===== src/rtl/spi_byte_pkg.sv =====
package spi_byte_pkg;

  typedef enum logic [1:0] {
    ST_IDLE  = 2'd0,
    ST_SHIFT = 2'd1,
    ST_GAP   = 2'd2
  } eng_state_t;

  typedef struct packed {
    logic msb_first;
    logic cpha;
    logic cpol;
    logic cs_pulse;
    logic cs_high;
  } frame_cfg_t;

endpackage


===== src/rtl/spi_half_timer.sv =====
module spi_half_timer #(
  parameter int DIV_W = 8
) (
  input  logic             clk,
  input  logic             rst_n,
  input  logic             run,
  input  logic [DIV_W-1:0] limit,
  output logic             tick
);

  logic [DIV_W-1:0] cnt_q;

  assign tick = run && (cnt_q == limit);

  always_ff @(posedge clk or negedge rst_n) begin
    if (!rst_n) begin
      cnt_q <= '0;
    end else if (!run || tick) begin
      cnt_q <= '0;
    end else begin
      cnt_q <= cnt_q + 1'b1;
    end
  end

endmodule


===== src/rtl/spi_shift_unit.sv =====
module spi_shift_unit #(
  parameter int DATA_W = 8
) (
  input  logic              clk,
  input  logic              rst_n,
  input  logic              msb_first,
  input  logic              load,
  input  logic [DATA_W-1:0] load_data,
  input  logic              shift_tx,
  input  logic              sample,
  input  logic              miso,
  output logic              mosi_bit,
  output logic [DATA_W-1:0] rx_capt
);

  logic [DATA_W-1:0] tx_sh;
  logic [DATA_W-1:0] rx_sh;
  logic [DATA_W-1:0] rx_shifted;
  logic [DATA_W-1:0] tx_shifted;

  assign mosi_bit   = msb_first ? tx_sh[DATA_W-1] : tx_sh[0];
  assign tx_shifted = msb_first ? {tx_sh[DATA_W-2:0], 1'b0} : {1'b0, tx_sh[DATA_W-1:1]};
  assign rx_shifted = msb_first ? {rx_sh[DATA_W-2:0], miso} : {miso, rx_sh[DATA_W-1:1]};
  assign rx_capt    = sample ? rx_shifted : rx_sh;

  always_ff @(posedge clk or negedge rst_n) begin
    if (!rst_n) begin
      tx_sh <= '0;
      rx_sh <= '0;
    end else begin
      if (load) begin
        tx_sh <= load_data;
      end else if (shift_tx) begin
        tx_sh <= tx_shifted;
      end
      if (sample) begin
        rx_sh <= rx_shifted;
      end
    end
  end

endmodule


===== src/rtl/spi_byte_master.sv =====
module spi_byte_master
  import spi_byte_pkg::*;
#(
  parameter int DATA_W = 8,
  parameter int DIV_W  = 8
) (
  input  logic              clk,
  input  logic              rst_n,
  input  logic              cfg_msb_first,
  input  logic              cfg_cpha,
  input  logic              cfg_cpol,
  input  logic              cfg_cs_pulse,
  input  logic              cfg_cs_active_high,
  input  logic              cfg_cs_force_en,
  input  logic              cfg_cs_force_val,
  input  logic [DIV_W-1:0]  cfg_half_div,
  input  logic [DATA_W-1:0] tx_data,
  input  logic              tx_valid,
  output logic              tx_ready,
  output logic [DATA_W-1:0] rx_data,
  output logic              rx_valid,
  output logic              busy,
  output logic              sck,
  output logic              mosi,
  input  logic              miso,
  output logic              cs
);

  localparam int EDGES = 2 * DATA_W;
  localparam int EC_W  = $clog2(EDGES + 1);
  localparam logic [EC_W-1:0] LAST_EC = EC_W'(EDGES - 1);

  eng_state_t        state_q;
  frame_cfg_t        cfg_q;
  logic [DIV_W-1:0]  div_q;
  logic [EC_W-1:0]   edge_q;
  logic [EC_W-1:0]   edge_nxt;
  logic              gap_q;
  logic              sck_q;
  logic              rx_valid_q;
  logic [DATA_W-1:0] rx_data_q;

  logic              tick;
  logic              run;
  logic              abort;
  logic              edge_tick;
  logic              last_edge;
  logic              chain;
  logic              sample_now;
  logic              shift_now;
  logic              load;
  logic              mosi_bit;
  logic [DATA_W-1:0] rx_capt;
  logic              cs_on;
  logic              cs_high_eff;

  assign abort     = (state_q != ST_IDLE) &&
                     ((cfg_cpol != cfg_q.cpol) || (cfg_cpha != cfg_q.cpha));
  assign run       = (state_q != ST_IDLE) && !abort;
  assign edge_nxt  = edge_q + 1'b1;
  assign edge_tick = (state_q == ST_SHIFT) && tick;
  assign last_edge = edge_tick && (edge_q == LAST_EC);
  assign chain     = last_edge && tx_valid;
  assign load      = ((state_q == ST_IDLE) && tx_valid) || chain;

  // odd edge numbers sample when phase is 0, even ones when phase is 1
  assign sample_now = edge_tick && (edge_nxt[0] ^ cfg_q.cpha);
  assign shift_now  = edge_tick && !(edge_nxt[0] ^ cfg_q.cpha) &&
                      (edge_q != '0) && !last_edge;

  spi_half_timer #(.DIV_W(DIV_W)) u_timer (
    .clk   (clk),
    .rst_n (rst_n),
    .run   (run),
    .limit (div_q),
    .tick  (tick)
  );

  spi_shift_unit #(.DATA_W(DATA_W)) u_shift (
    .clk       (clk),
    .rst_n     (rst_n),
    .msb_first (cfg_q.msb_first),
    .load      (load),
    .load_data (tx_data),
    .shift_tx  (shift_now),
    .sample    (sample_now),
    .miso      (miso),
    .mosi_bit  (mosi_bit),
    .rx_capt   (rx_capt)
  );

  always_ff @(posedge clk or negedge rst_n) begin
    if (!rst_n) begin
      state_q    <= ST_IDLE;
      cfg_q      <= '{msb_first: 1'b0, cpha: 1'b0, cpol: 1'b0, cs_pulse: 1'b1, cs_high: 1'b0};
      div_q      <= '0;
      edge_q     <= '0;
      gap_q      <= 1'b0;
      sck_q      <= 1'b0;
      rx_valid_q <= 1'b0;
      rx_data_q  <= '0;
    end else begin
      rx_valid_q <= 1'b0;
      unique case (state_q)
        ST_IDLE: begin
          if (tx_valid) begin
            state_q <= ST_SHIFT;
            cfg_q   <= '{msb_first: cfg_msb_first, cpha: cfg_cpha, cpol: cfg_cpol,
                         cs_pulse: cfg_cs_pulse, cs_high: cfg_cs_active_high};
            div_q   <= cfg_half_div;
            edge_q  <= '0;
            sck_q   <= cfg_cpol;
          end
        end
        ST_SHIFT: begin
          if (abort) begin
            state_q <= ST_IDLE;
          end else if (edge_tick) begin
            sck_q  <= ~sck_q;
            edge_q <= edge_nxt;
            if (last_edge) begin
              rx_valid_q <= 1'b1;
              rx_data_q  <= rx_capt;
              if (!tx_valid) begin
                state_q <= ST_IDLE;
              end else if (cfg_q.cs_pulse) begin
                state_q <= ST_GAP;
                gap_q   <= 1'b0;
              end else begin
                edge_q <= '0;
              end
            end
          end
        end
        ST_GAP: begin
          if (abort) begin
            state_q <= ST_IDLE;
          end else if (tick) begin
            if (gap_q) begin
              state_q <= ST_SHIFT;
              edge_q  <= '0;
            end else begin
              gap_q <= 1'b1;
            end
          end
        end
        default: state_q <= ST_IDLE;
      endcase
    end
  end

  assign cs_on       = (state_q == ST_SHIFT);
  assign cs_high_eff = (state_q == ST_IDLE) ? cfg_cs_active_high : cfg_q.cs_high;

  assign busy     = (state_q != ST_IDLE);
  assign tx_ready = (state_q == ST_IDLE) || (last_edge && !abort);
  assign rx_valid = rx_valid_q;
  assign rx_data  = rx_data_q;
  assign sck      = (state_q == ST_IDLE) ? cfg_cpol : sck_q;
  assign mosi     = (state_q == ST_IDLE) ? 1'b0 : mosi_bit;
  assign cs       = cfg_cs_force_en ? cfg_cs_force_val :
                    (cs_on ? cs_high_eff : ~cs_high_eff);

endmodule


===== config.mk =====
export PLATFORM = sky130hd
export DESIGN_NAME = spi_byte_master
export DESIGN_NICKNAME = d
export VERILOG_FILES = /design/src/rtl/spi_byte_pkg.sv /design/src/rtl/spi_half_timer.sv /design/src/rtl/spi_shift_unit.sv /design/src/rtl/spi_byte_master.sv
export SDC_FILE = /design/constraint.sdc
export NUM_CORES = 1
export LEC_CHECK = 0
export CAP_MARGIN = 20
export CORE_MARGIN = 1
export CORE_UTILIZATION = 40
export CTS_CLUSTER_SIZE = 14
export DETAILED_ROUTE_END_ITERATION = 10
export HOLD_SLACK_MARGIN = 0.06
export SLEW_MARGIN = 20
export SYNTH_ARGS = -nofsm -noshare
export SYNTH_HDL_FRONTEND = slang
export SYNTH_SLANG_ARGS = --single-unit

===== constraint.sdc =====
create_clock -name clk -period 6.2 [get_ports clk]
set_input_delay 1.24 -clock clk [delete_from_list [all_inputs] [get_ports clk]]
set_output_delay 1.24 -clock clk [all_outputs]
set_load 0.05 [all_outputs]

==> reports/qor.yml <==
sta:
  min_period_ns: 5.13
  rsz0062_at_grt: "no"
  fin_crit_sh_pct: 82.7
  max_freq_ghz: 0.195
  hold_viol_final: 0
  slew_headroom_pct: 45.8
  worst_pin_slew_ns: 0.802
  setup_viol: 0
  setup_tns_ns: 0
  fin_skew_ns: 0.00890
  slew_violations: 0
yosys:
  async_flop_share_pct: 100
  synth_top_area_share_pct: 46.3
  synth-simple-area-share_pct: 18.9
  synthXorXnorAreaFrac_pct: 5.36
  ys_ff_latch: 55
  synth_ff_type: "dfrtp_1"
  synth_top_family_by_area: "simple AND/OR/NAND/NOR gates"
  synth_warnings: 0
  yosysSeqAreaShare_pct: 47.2
  synth_compound_area_share_pct: 10.5
  mappedNetlistArea_um2: 2920
  synthTopCellsByArea: "dfrtp_1, mux2_2, nand2_1"
  synth_cell_types: 58
  postSynthCellCount: 279
  synth_common_cells: "dfrtp_1, nand2_1, nor2_1"
  synth.most_common_cell: "dfrtp_1"
  synth.mux.area_fraction_pct: 13.2
  syn_nets: 310
  synthAdderAreaFrac_pct: 1.72
  syn_avg_cell_area_um2: 10.5
  synth_edf_count: 0
  yosysTopAreaCell: "dfrtp_1"
power_and_ir_drop:
  combPwrFrac_pct: 37.1
  power_uw: 1180
  pwr-share-clk_pct: 17.4
  switchingPower_uw: 468
  p_leak_uw: 0.00152
  vdd_drop_max_mv: 0.141
  power.share.switching_pct: 39.7
  intPower_uw: 710
  p_seq_share_pct: 45.4
  p_per_area_nw_per_um2: 338
clocking:
  post_cts_buffers: 0
  clkTransAtPathRegs_ns: 0.09
  cts_sinks: 55
  cts_resized: 0
  cts_buffers: 5
  cts_tree: "yes"
  cts_buffer_depth: 2
  clockRootBuffer: "clkbuf_8"
  cts_hold_buf: 0
  insertion_delay_ns: 0.32
  htree_levels: 2
floorplan:
  die_w_um: 87.4
  initial_core_util_pct: 42.2
  coreArea_um2: 6910
  io_pins: 41
  die_area_um2: 7640
  die_h_um: 87.4
  rows: 30
setup_path:
  required_ns: 4.96
  r2r-end: "edge_q[2]"
  crit_end: "tx_ready"
  rr_startpoint: "edge_q[0]"
  crit_arrival_ns: 3.89
  crit_top_cell: "clkdlybuf4s50_1"
  slowest_stage: "clkdlybuf4s50_1"
  cpPeakStageDelay_ns: 0.84
  crit_path_start: "cfg_cpha"
  path_max_fanout: 13
  setup.worst_path.start_class: "primary input"
  worstSetupEndpointType: "primary output"
  reg2reg_slack_ns: 3.54
  reg2regPathDepth: 8
  path_cells: "clkdlybuf4s50_1 -> xnor2_1 -> and3_1 -> nand3_1 -> o21ai_0 -> clkdlybuf4s50_1"
  worst-setup-path-type: "primary input to primary output"
route:
  ant_nets: 0
  firstDrtPassIters: 4
  via_per_inst: 5.20
  routed_wl_mm: 5.95
  num_vias: 2158
  drt_iter0_drc: 61
  drc: 0
  routedWlPerCell_um: 14.3
global_routing:
  grt_max_degree: 56
  grtUsageTotal_pct: 17.2
  antenna_found_initial: 0
  grt_util_met3_pct: 3.70
  grtUsageMet2_pct: 26.5
  met1_usage_pct: 23.8
  grt_pass1_vias: 2094
  overflow: 0
  grt-busiest-layer: "met2"
  grt_pass1_wl_mm: 10.1
placed_design:
  dp_hpwl_mm: 4.18
  dpl.cell_count: 407
  portBuffers: 40
  place.gp.congestion: 0.858
final_layout:
  drive_gt1_share_pct: 15.7
  insertedDiodeCount: 0
  utilization_pct: 50.4
  syn_to_final_growth_pct: 19.4
  instances_no_fill: 415
  multi_input_area_um2: 1450
  nFillCells: 664
  seq_area_um2: 1380
  nets: 349
flow_run:
  drv_cap: 0
worst_hold_path:
  hold_path_class: "flip-flop to flip-flop"
  min_delay_path_depth: 2
run_status:
  status: "finished clean"
-- cells by family after synthesis --
logic type | count (synthesis)
simple gates | 110
flops | 55
compound gates | 41
mux | 32
buf+inv | 20
xor+xnor | 17
fa+ha+maj | 4
-- registers in the layout, indices dropped and copies added (netlist names) --
name           count
cfg_q              5
u_shift.tx_sh      8
rx_valid           1
rx_data            8
gap_q              1
div_q              8
u_shift.rx_sh      8
edge_q             5
sck_q              1
state_q            2
u_timer.cnt_q      8
-- stage by stage --
| step | worst slack [ns] | hold slack (ns) | instance area [um^2] |
|---|---|---|---|
| detailed placement | 1.07 | 0.486 | 3390 |
| finish | 1.07 | 0.497 | 3480 |
| global route | 0.945 | 0.517 | 3480 |
| floorplan | 1.79 | 0.456 | 2920 |
| CTS | 1.05 | 0.502 | 3480 |
| global placement | 1.14 | 0.479 | 3390 |
-- per-layer routing --
layer / wire, um / part of all wire, %
met1: 2850 / 48
met2: 2700 / 45
met3: 292 / 4.9
met4: 96 / 1.6
met5: 0 / 0
-- area by class of cell --
cell class | instances | share of cell area (%)
clock buffer | 6 | 2.08
timing repair buffer | 42 | 11.8
inverter | 10 | 1.08
clock inverter | 2 | 0.503
sequential | 55 | 39.6
tap | 96 | 3.45
multi-input combinational | 204 | 41.5
-- worst max-delay path, delay by kind of cell --
| family | cells | cell delay, ns |
|---|---|---|
| AOI/OAI and AO/OA | 1 | 0.33 |
| xor gates and xnor gates | 1 | 0.38 |
| buffers and inverters | 2 | 1.31 |
| and+or+nand+nor | 2 | 0.63 |
-- cell usage in the layout, fill, tap and decap left out, drive strengths merged, types with 3 or more instances in the layout --
| master | count |
|---|---|
| mux2 | 27 |
| a221o | 4 |
| buf | 3 |
| xor2 | 5 |
| nor2 | 21 |
| mux2i | 5 |
| o21ai | 12 |
| and4 | 3 |
| and3 | 4 |
| a2111oi | 3 |
| xnor2 | 12 |
| inv | 10 |
| nand2 | 45 |
| nor3 | 5 |
| o31ai | 3 |
| dfrtp | 54 |
| nand3 | 11 |
| nand4 | 3 |
| a21oi | 3 |
| nor2b | 6 |
| ha | 4 |
| clkbuf | 6 |
| clkdlybuf4s50 | 39 |
-- worst min path at each step --
stage	startpoint	to	slack, ns
after detailed placement	cfg_q[1]	cfg_q[1]	0.49
after global placement	div_q[0]	div_q[0]	0.48
after floorplan	cfg_q[1]	cfg_q[1]	0.46
final	cfg_q[1]	cfg_q[1]	0.50
after global routing	cfg_q[1]	cfg_q[1]	0.52
after CTS	cfg_q[1]	cfg_q[1]	0.50
-- power groups by stage --
stage               clock [uW]  combinational (uW)  sequential [uW]
global placement             0                 435              543
floorplan                    0                 353              497
CTS                        212                 440              536
detailed placement           0                 437              542
global route               226                 483              551
finish                     205                 438              535
Power figures use the tool's default switching activity.
